[src/rtl/gpio_irq_pkg.sv]
package gpio_irq_pkg;
  localparam int NPORT    = 3;
  localparam int OFS_MODE = 0;
  localparam int OFS_SNS  = 4;
  localparam int OFS_ACK  = 8;
  localparam int OFS_EN   = 12;
  localparam int OFS_STAT = 16;

  typedef struct packed {
    logic mode;
    logic sns;
    logic ack;
    logic en;
  } reg_wr_t;

  function automatic logic [7:0] group_base(input int idx);
    case (idx)
      0:       return 8'h90;
      1:       return 8'hAC;
      default: return 8'h4C;
    endcase
  endfunction
endpackage

[src/rtl/gpio_irq_sync.sv]
module gpio_irq_sync #(
  parameter int W = 8
) (
  input  logic         clk,
  input  logic         rst_n,
  input  logic [W-1:0] pin_i,
  output logic [W-1:0] smp_o,
  output logic [W-1:0] old_o
);
  logic [W-1:0] st1_q, st2_q, st3_q;

  always_ff @(posedge clk or negedge rst_n) begin
    if (!rst_n) begin
      st1_q <= '0;
      st2_q <= '0;
      st3_q <= '0;
    end else begin
      st1_q <= pin_i;
      st2_q <= st1_q;
      st3_q <= st2_q;
    end
  end

  assign smp_o = st2_q;
  assign old_o = st3_q;
endmodule

[src/rtl/gpio_irq_group.sv]
module gpio_irq_group
  import gpio_irq_pkg::*;
#(
  parameter int W = 8
) (
  input  logic         clk,
  input  logic         rst_n,
  input  logic [W-1:0] pin_i,
  input  reg_wr_t      wr_i,
  input  logic [W-1:0] wdata_i,
  output logic [W-1:0] mode_o,
  output logic [W-1:0] sns_o,
  output logic [W-1:0] en_o,
  output logic [W-1:0] stat_o
);
  logic [W-1:0] smp, old;
  logic [W-1:0] mode_q, mode_d, sns_q, sns_d, en_q, en_d;
  logic [W-1:0] hold_q, hold_d, evt, clr;

  gpio_irq_sync #(.W(W)) u_sync (
    .clk(clk), .rst_n(rst_n), .pin_i(pin_i), .smp_o(smp), .old_o(old)
  );

  always_comb begin
    mode_d = wr_i.mode ? wdata_i : mode_q;
    sns_d  = wr_i.sns  ? wdata_i : sns_q;
    en_d   = wr_i.en   ? wdata_i : en_q;
    clr    = wr_i.ack  ? wdata_i : '0;
    for (int i = 0; i < W; i++) begin
      evt[i] = mode_q[i] & (sns_q[i] ? (smp[i] & ~old[i]) : (~smp[i] & old[i]));
    end
    hold_d = en_q & mode_q & (evt | (hold_q & ~clr));
    for (int i = 0; i < W; i++) begin
      stat_o[i] = en_q[i] & (mode_q[i] ? hold_q[i] : ~(smp[i] ^ sns_q[i]));
    end
  end

  always_ff @(posedge clk or negedge rst_n) begin
    if (!rst_n) begin
      mode_q <= '0;
      sns_q  <= '0;
      en_q   <= '0;
      hold_q <= '0;
    end else begin
      mode_q <= mode_d;
      sns_q  <= sns_d;
      en_q   <= en_d;
      hold_q <= hold_d;
    end
  end

  assign mode_o = mode_q;
  assign sns_o  = sns_q;
  assign en_o   = en_q;

  for (genvar i = 0; i < W; i++) begin : g_chk
    // Keep an edge latch set until a one is written to its acknowledge bit.
    assert_hold_until_ack_R4: assert property (@(posedge clk) disable iff (!rst_n)
      (hold_q[i] && en_q[i] && mode_q[i] && !wr_i.en && !wr_i.mode &&
       !(wr_i.ack && wdata_i[i])) |=> hold_q[i]);
    // An acknowledge with no new edge in the same cycle clears the latch.
    assert_ack_clears_R4: assert property (@(posedge clk) disable iff (!rst_n)
      (wr_i.ack && wdata_i[i] && !(smp[i] ^ old[i])) |=> !hold_q[i]);
    // A line that is disabled latches nothing in the next cycle.
    assert_disabled_quiet_R6: assert property (@(posedge clk) disable iff (!rst_n)
      !en_q[i] |=> !hold_q[i]);
    // With a steady pin, no event appears, whatever the sense bit does.
    assert_no_spurious_R7: assert property (@(posedge clk) disable iff (!rst_n)
      (!hold_q[i] && smp[i] == old[i]) |=> !hold_q[i]);
  end
endmodule

[src/rtl/gpio_irq_ctrl.sv]
module gpio_irq_ctrl
  import gpio_irq_pkg::*;
#(
  parameter int W  = 8,
  parameter int AW = 8
) (
  input  logic          clk,
  input  logic          rst_n,
  input  logic [W-1:0]  pin_a,
  input  logic [W-1:0]  pin_b,
  input  logic [W-1:0]  pin_f,
  input  logic [AW-1:0] bus_addr,
  input  logic [W-1:0]  bus_wdata,
  input  logic          bus_we,
  output logic [W-1:0]  bus_rdata,
  output logic          irq_ab,
  output logic [W-1:0]  irq_f
);
  logic [W-1:0] pins [NPORT];
  logic [W-1:0] mode [NPORT];
  logic [W-1:0] sns  [NPORT];
  logic [W-1:0] en   [NPORT];
  logic [W-1:0] stat [NPORT];

  assign pins[0] = pin_a;
  assign pins[1] = pin_b;
  assign pins[2] = pin_f;

  for (genvar p = 0; p < NPORT; p++) begin : g_grp
    localparam logic [AW-1:0] BASE = AW'(group_base(p));
    reg_wr_t wr;
    always_comb begin
      wr.mode = bus_we && (bus_addr == BASE + AW'(OFS_MODE));
      wr.sns  = bus_we && (bus_addr == BASE + AW'(OFS_SNS));
      wr.ack  = bus_we && (bus_addr == BASE + AW'(OFS_ACK));
      wr.en   = bus_we && (bus_addr == BASE + AW'(OFS_EN));
    end
    gpio_irq_group #(.W(W)) u_grp (
      .clk(clk), .rst_n(rst_n), .pin_i(pins[p]), .wr_i(wr), .wdata_i(bus_wdata),
      .mode_o(mode[p]), .sns_o(sns[p]), .en_o(en[p]), .stat_o(stat[p])
    );
  end

  always_comb begin
    bus_rdata = '0;
    for (int p = 0; p < NPORT; p++) begin
      if (bus_addr == AW'(group_base(p)) + AW'(OFS_MODE)) bus_rdata = mode[p];
      if (bus_addr == AW'(group_base(p)) + AW'(OFS_SNS))  bus_rdata = sns[p];
      if (bus_addr == AW'(group_base(p)) + AW'(OFS_EN))   bus_rdata = en[p];
      if (bus_addr == AW'(group_base(p)) + AW'(OFS_STAT)) bus_rdata = stat[p];
    end
  end

  assign irq_ab = |(stat[0] | stat[1]);
  assign irq_f  = stat[2];
endmodule

[config.mk]
export PLATFORM = sky130hd
export DESIGN_NAME = gpio_irq_ctrl
export DESIGN_NICKNAME = d
export VERILOG_FILES = /design/src/rtl/gpio_irq_pkg.sv /design/src/rtl/gpio_irq_sync.sv /design/src/rtl/gpio_irq_group.sv /design/src/rtl/gpio_irq_ctrl.sv
export SDC_FILE = /design/constraint.sdc
export NUM_CORES = 1
export LEC_CHECK = 0
export BUFFER_PORTS_ARGS = -buffer_cell sky130_fd_sc_hd__buf_4
export CORE_MARGIN = 1
export CORE_UTILIZATION = 25
export DETAILED_ROUTE_END_ITERATION = 6
export PLACE_DENSITY = 0.52
export SYNTH_ARGS = -nofsm -noshare
export SYNTH_HDL_FRONTEND = slang
export SYNTH_SLANG_ARGS = --single-unit
[constraint.sdc]
create_clock -name clk -period 1.5 [get_ports clk]
set_clock_uncertainty 0.05 [all_clocks]
set_input_delay 0.075 -clock clk [delete_from_list [all_inputs] [get_ports clk]]
set_output_delay 0.075 -clock clk [all_outputs]
set_load 0.02 [all_outputs]
==> run summary <==
==================================================================================
Outcome ............................................................. finished, violations left
Violations in the final reports ..................................... setup timing
Cell area after synthesis ........................................... 0.007878 mm^2
Post-route minimum period ...........................................     2.280 ns
Yosys warning total .................................................            0
Number of distinct library cells after synthesis ....................           67
Count of buffer and inverter cells on the critical path .............            1
Max Clock Freq ......................................................    438.6 MHz
Highest ir drop seen on vdd .........................................    0.7265 mV
Router iterations before antenna repair .............................            6
Number of diodes ....................................................            0
Launching element type of the critical path .........................    flip-flop
Class of the most critical setup path ...............................      reg2out
Number of placed cells counting well taps ...........................         1345
Std cell rows .......................................................           64
Clk buf depth .......................................................            2
Vertical die dimension ..............................................     179.5 um
Synth Area in Compound Gates ........................................       12.09%
Register clock-pin slew on the reported worst setup and hold paths ..      0.07 ns
Number of global-route vias before repair ...........................         6674
Mux cell area share after synthesis .................................       11.31%
Wire length of the first global-routing pass ........................     38160 um
Die Wd ..............................................................     179.5 um
Synthesized Nets ....................................................          779
Worst Hold Depth ....................................................            3
Reg2Reg Depth .......................................................            6
Number of failing setup endpoints in the final timing report ........           17
RePlAce Congestion ..................................................       0.8931
Actual slew at the worst max-slew pin ...............................    0.5115 ns
Flip-flop and latch count after synthesis ...........................          168
Area fraction in and, or, nand and nor cells after synthesis ........       18.04%
Least setup slack across all paths after layout .....................   -0.7799 ns
Root Driver ......................................................... sky130_fd_sc_hd__clkbuf_16
Total wire length ...................................................     24300 um
Number of clock sinks ...............................................          168
Starting utilization of the core area ...............................       25.55%
Final standard cell utilization of the core .........................       37.86%
Seq. cell area ...................................................... 0.004205 mm^2
Synth Area per Inst .................................................   10.70 um^2
Area occupied by multi-input gates .................................. 0.003886 mm^2
Fraction of post-synthesis cell area in the top cell type by area ...       53.37%
Type of the most critical hold path .................................       in2reg
Final #Nets .........................................................         1055
Setup repair after global routing missed its margin .................          yes
Via count normalized by instance count ..............................        4.636
End point of the worst hold path .................................... g_grp[2].u_grp.en_o[6]$_DFFE_PN0P_
Critical path depth .................................................            5
Post-route antenna net violation count ..............................            0
Post-Layout Cell Count ..............................................         1421
Startpoint of the most critical register-to-register path ........... g_grp[2].u_grp.sns_o[6]$_DFFE_PN0P_
Cell with the largest stage delay on the worst path ................. sky130_fd_sc_hd__or4_4
Aggregate global routing overflow ...................................            0
First-iteration detailed-routing DRC count ..........................          333
Maximum capacitance violations ......................................            0
Sequential share of the synthesized area ............................       53.37%
Worst max-slew margin expressed relative to the limit ...............       65.90%
Highest-count cells in the layout ignoring fill and taps ............ sky130_fd_sc_hd__buf_4 (227), sky130_fd_sc_hd__dfrtp_1 (167), sky130_fd_sc_hd__nand2_1 (106), sky130_fd_sc_hd__nor2_1 (93), sky130_fd_sc_hd__mux2_2 (50)
R2R Setup Slk .......................................................      0.30 ns
Worst path arrival time .............................................      2.15 ns
Worst-path fanout max ...............................................            4
Number of top-level design ports ....................................           60
Number of filler cells placed in the layout .........................         3015
Input/output buffers ................................................           59
Start point of the critical path .................................... g_grp[0].u_grp.en_o[7]$_DFFE_PN0P_
Final hold violations ...............................................            0
Synth Instances .....................................................          736
Synthesis-to-layout area growth .....................................       48.17%
Post-synth top area cell ............................................ sky130_fd_sc_hd__dfrtp_1
Remaining design rule violation count ...............................            0
Lkg Pwr .............................................................     5.369 nW
Combinational family with the most area after synthesis ............. simple AND/OR/NAND/NOR gates
Clock latency of the later-clocked register in the worst-skew pair ..      0.43 ns
Critical path's largest stage delay .................................      0.56 ns
Die area ............................................................ 0.03222 mm^2
Global-route usage over all layers ..................................       15.54%
Critical path data required time ....................................      1.37 ns
Core area ........................................................... 0.03083 mm^2
Power density over cell area ........................................ 922.4 mW/mm^2
Placed wire-length estimate after detailed placement ................     17820 um
Detailed-route via count ............................................         6588
Number of buffers inserted during clock tree synthesis ..............           17
Flip-flop cell with the highest count after synthesis ............... sky130_fd_sc_hd__dfrtp_1
Xor-xnor portion of the synthesized cell area .......................       2.668%
Reg2reg end ......................................................... g_grp[2].u_grp.hold_q[6]$_DFF_PN0_
Crit path cell chain ................................................ and3_1, a31oi_4, nand4b_1, or4_4, buf_6
Family of cells with the greatest summed delay on the critical path . simple AND/OR/NAND/NOR gates
Fraction of final layout cells with drive strength greater than 1 ...       41.37%
Worst Min Path Start ................................................       bus_we
Routed length per placed instance ...................................     17.10 um
Async set-or-reset flop fraction in the synthesized netlist .........       100.0%
Number of max-slew violations in the final report ...................            0
Type of element capturing the critical path .........................   output pin
Maximum number of pins on one net before global-route repair ........           47
CTS H-tree lvls .....................................................            4
Leading post-synthesis cells by cell area ........................... sky130_fd_sc_hd__dfrtp_1 (53%), sky130_fd_sc_hd__mux2_2 (7.1%), sky130_fd_sc_hd__nand2_1 (5.1%), sky130_fd_sc_hd__nor2_1 (4.7%), sky130_fd_sc_hd__a221oi_1 (2.6%)
TritonCTS clock tree ................................................          yes
Post-synth EDFFs ....................................................            0
Pre-CTS setup slack .................................................   -0.4759 ns
Initial antenna violation count .....................................            0
Final period util ...................................................       152.0%
Post-Synth Adder-Cell Area ..........................................           0%
Most common cell after layout, fill and taps aside .................. sky130_fd_sc_hd__buf_4
==================================================================================
## cell type report
class                      instances  share of cell area [%]
sequential                       168                   36.03
multi-input combinational        523                   33.29
timing repair buffer             288                   20.83
tap                              396                   4.245
clock buffer                      18                   3.762
clock inverter                    14                   1.394
inverter                          14                  0.4502
## where the power goes
group / total (W) / internal, W / switching [W]
logic: 0.00133 / 0.000689 / 0.000643
clock network: 0.00458 / 0.00254 / 0.00203
registers: 0.00486 / 0.00472 / 0.000137
total: 0.0108 / 0.00795 / 0.00281
## worst max-delay path by stage
stage                                                 to  slack [ns]
floorplan                                   bus_rdata[2]       -0.19
global placement    g_grp[2].u_grp.mode_o[6]$_DFFE_PN0P_       -0.49
detailed placement                                irq_ab       -0.48
CTS                                               irq_ab       -0.82
global route                                      irq_ab       -0.85
finish                                            irq_ab       -0.78
## state kept, by name, indices dropped and copies added, names as in the netlist
| name | count |
|---|---|
| g_grp.u_grp.en_o | 24 |
| g_grp.u_grp.hold_q | 24 |
| g_grp.u_grp.mode_o | 24 |
| g_grp.u_grp.sns_o | 24 |
| g_grp.u_grp.u_sync.old_o | 24 |
| g_grp.u_grp.u_sync.smp_o | 24 |
| g_grp.u_grp.u_sync.st1_q | 24 |
## Yosys cell counts, drive strengths merged (2+ instances only)
library cell and number:
dfrtp 168, o21ai 30, o221ai 10, a32oi 3, o22ai 8, nor3b 3, nand2 111, nand4b 2
o21a 2, o31ai 6, or3b 2, and2 9, a31oi 7, or4 2, mux2i 5, nand3 8
a21oi 19, o32ai 5, clkbuf 15, nand2b 2, nor4 2, or2 2, xnor2 11, a21o 4
nor3 12, xor2 13, nand4bb 2, and3 8, nor2 101, mux2 72, inv 14, nand3b 3
and4bb 2, o32a 2, a221oi 23, a211o 3, o211ai 3, nor2b 10, o41ai 3, buf 16
o211a 3
## layer usage
layer | up-vias | GRT usage, % | wire length (um)
met2 | 127 | 25.47 | 11560
met1 | 3253 | 20.22 | 11310
met4 | 0 | 6.759 | 674
met5 | - | 0 | 0
li1 | 3177 | - | -
met3 | 31 | 2.573 | 752
## through the flow
step | area (um^2) | setup TNS, ns | hold WS (ns) | total power, W
2_1_floorplan | 7968 | -3.232 | -0.2706 | 0.005417
3_3_place_gp | 10240 | -27.98 | 0.01351 | 0.006093
3_5_place_dp | 10240 | -28.26 | 0.01276 | 0.006103
4_1_cts | 11470 | -7.126 | 0.08258 | 0.01088
5_1_grt | 11670 | -8.095 | 0.1124 | 0.01121
6_report | 11670 | -6.583 | 0.09430 | 0.01077
## what timing repair did
| action | 4_1_cts | 5_1_grt |
|---|---|---|
| resized for setup | 67 | 31 |
| hold endpoints to repair | 263 | 0 |
| pin swaps | 48 | 41 |
| hold buffers | 33 | 0 |
| setup endpoints to repair | 22 | 31 |
| buffers inserted | 9 | 7 |
## cell families (layout without fill, tap and decap cells)
family,after synthesis,after routing
AND/OR/NAND/NOR,287,287
flip-flops,168,168
AO/OA/AOI/OAI,135,135
multiplexers,77,77
buffers and inverters,45,334
XOR/XNOR,24,24
## worst min-delay path, stage by stage
cell	delay [ns]
sky130_fd_sc_hd__buf_4	0.16
sky130_fd_sc_hd__nand3_4	0.16
sky130_fd_sc_hd__mux2_1	0.15
Power figures use the tool's default switching activity.
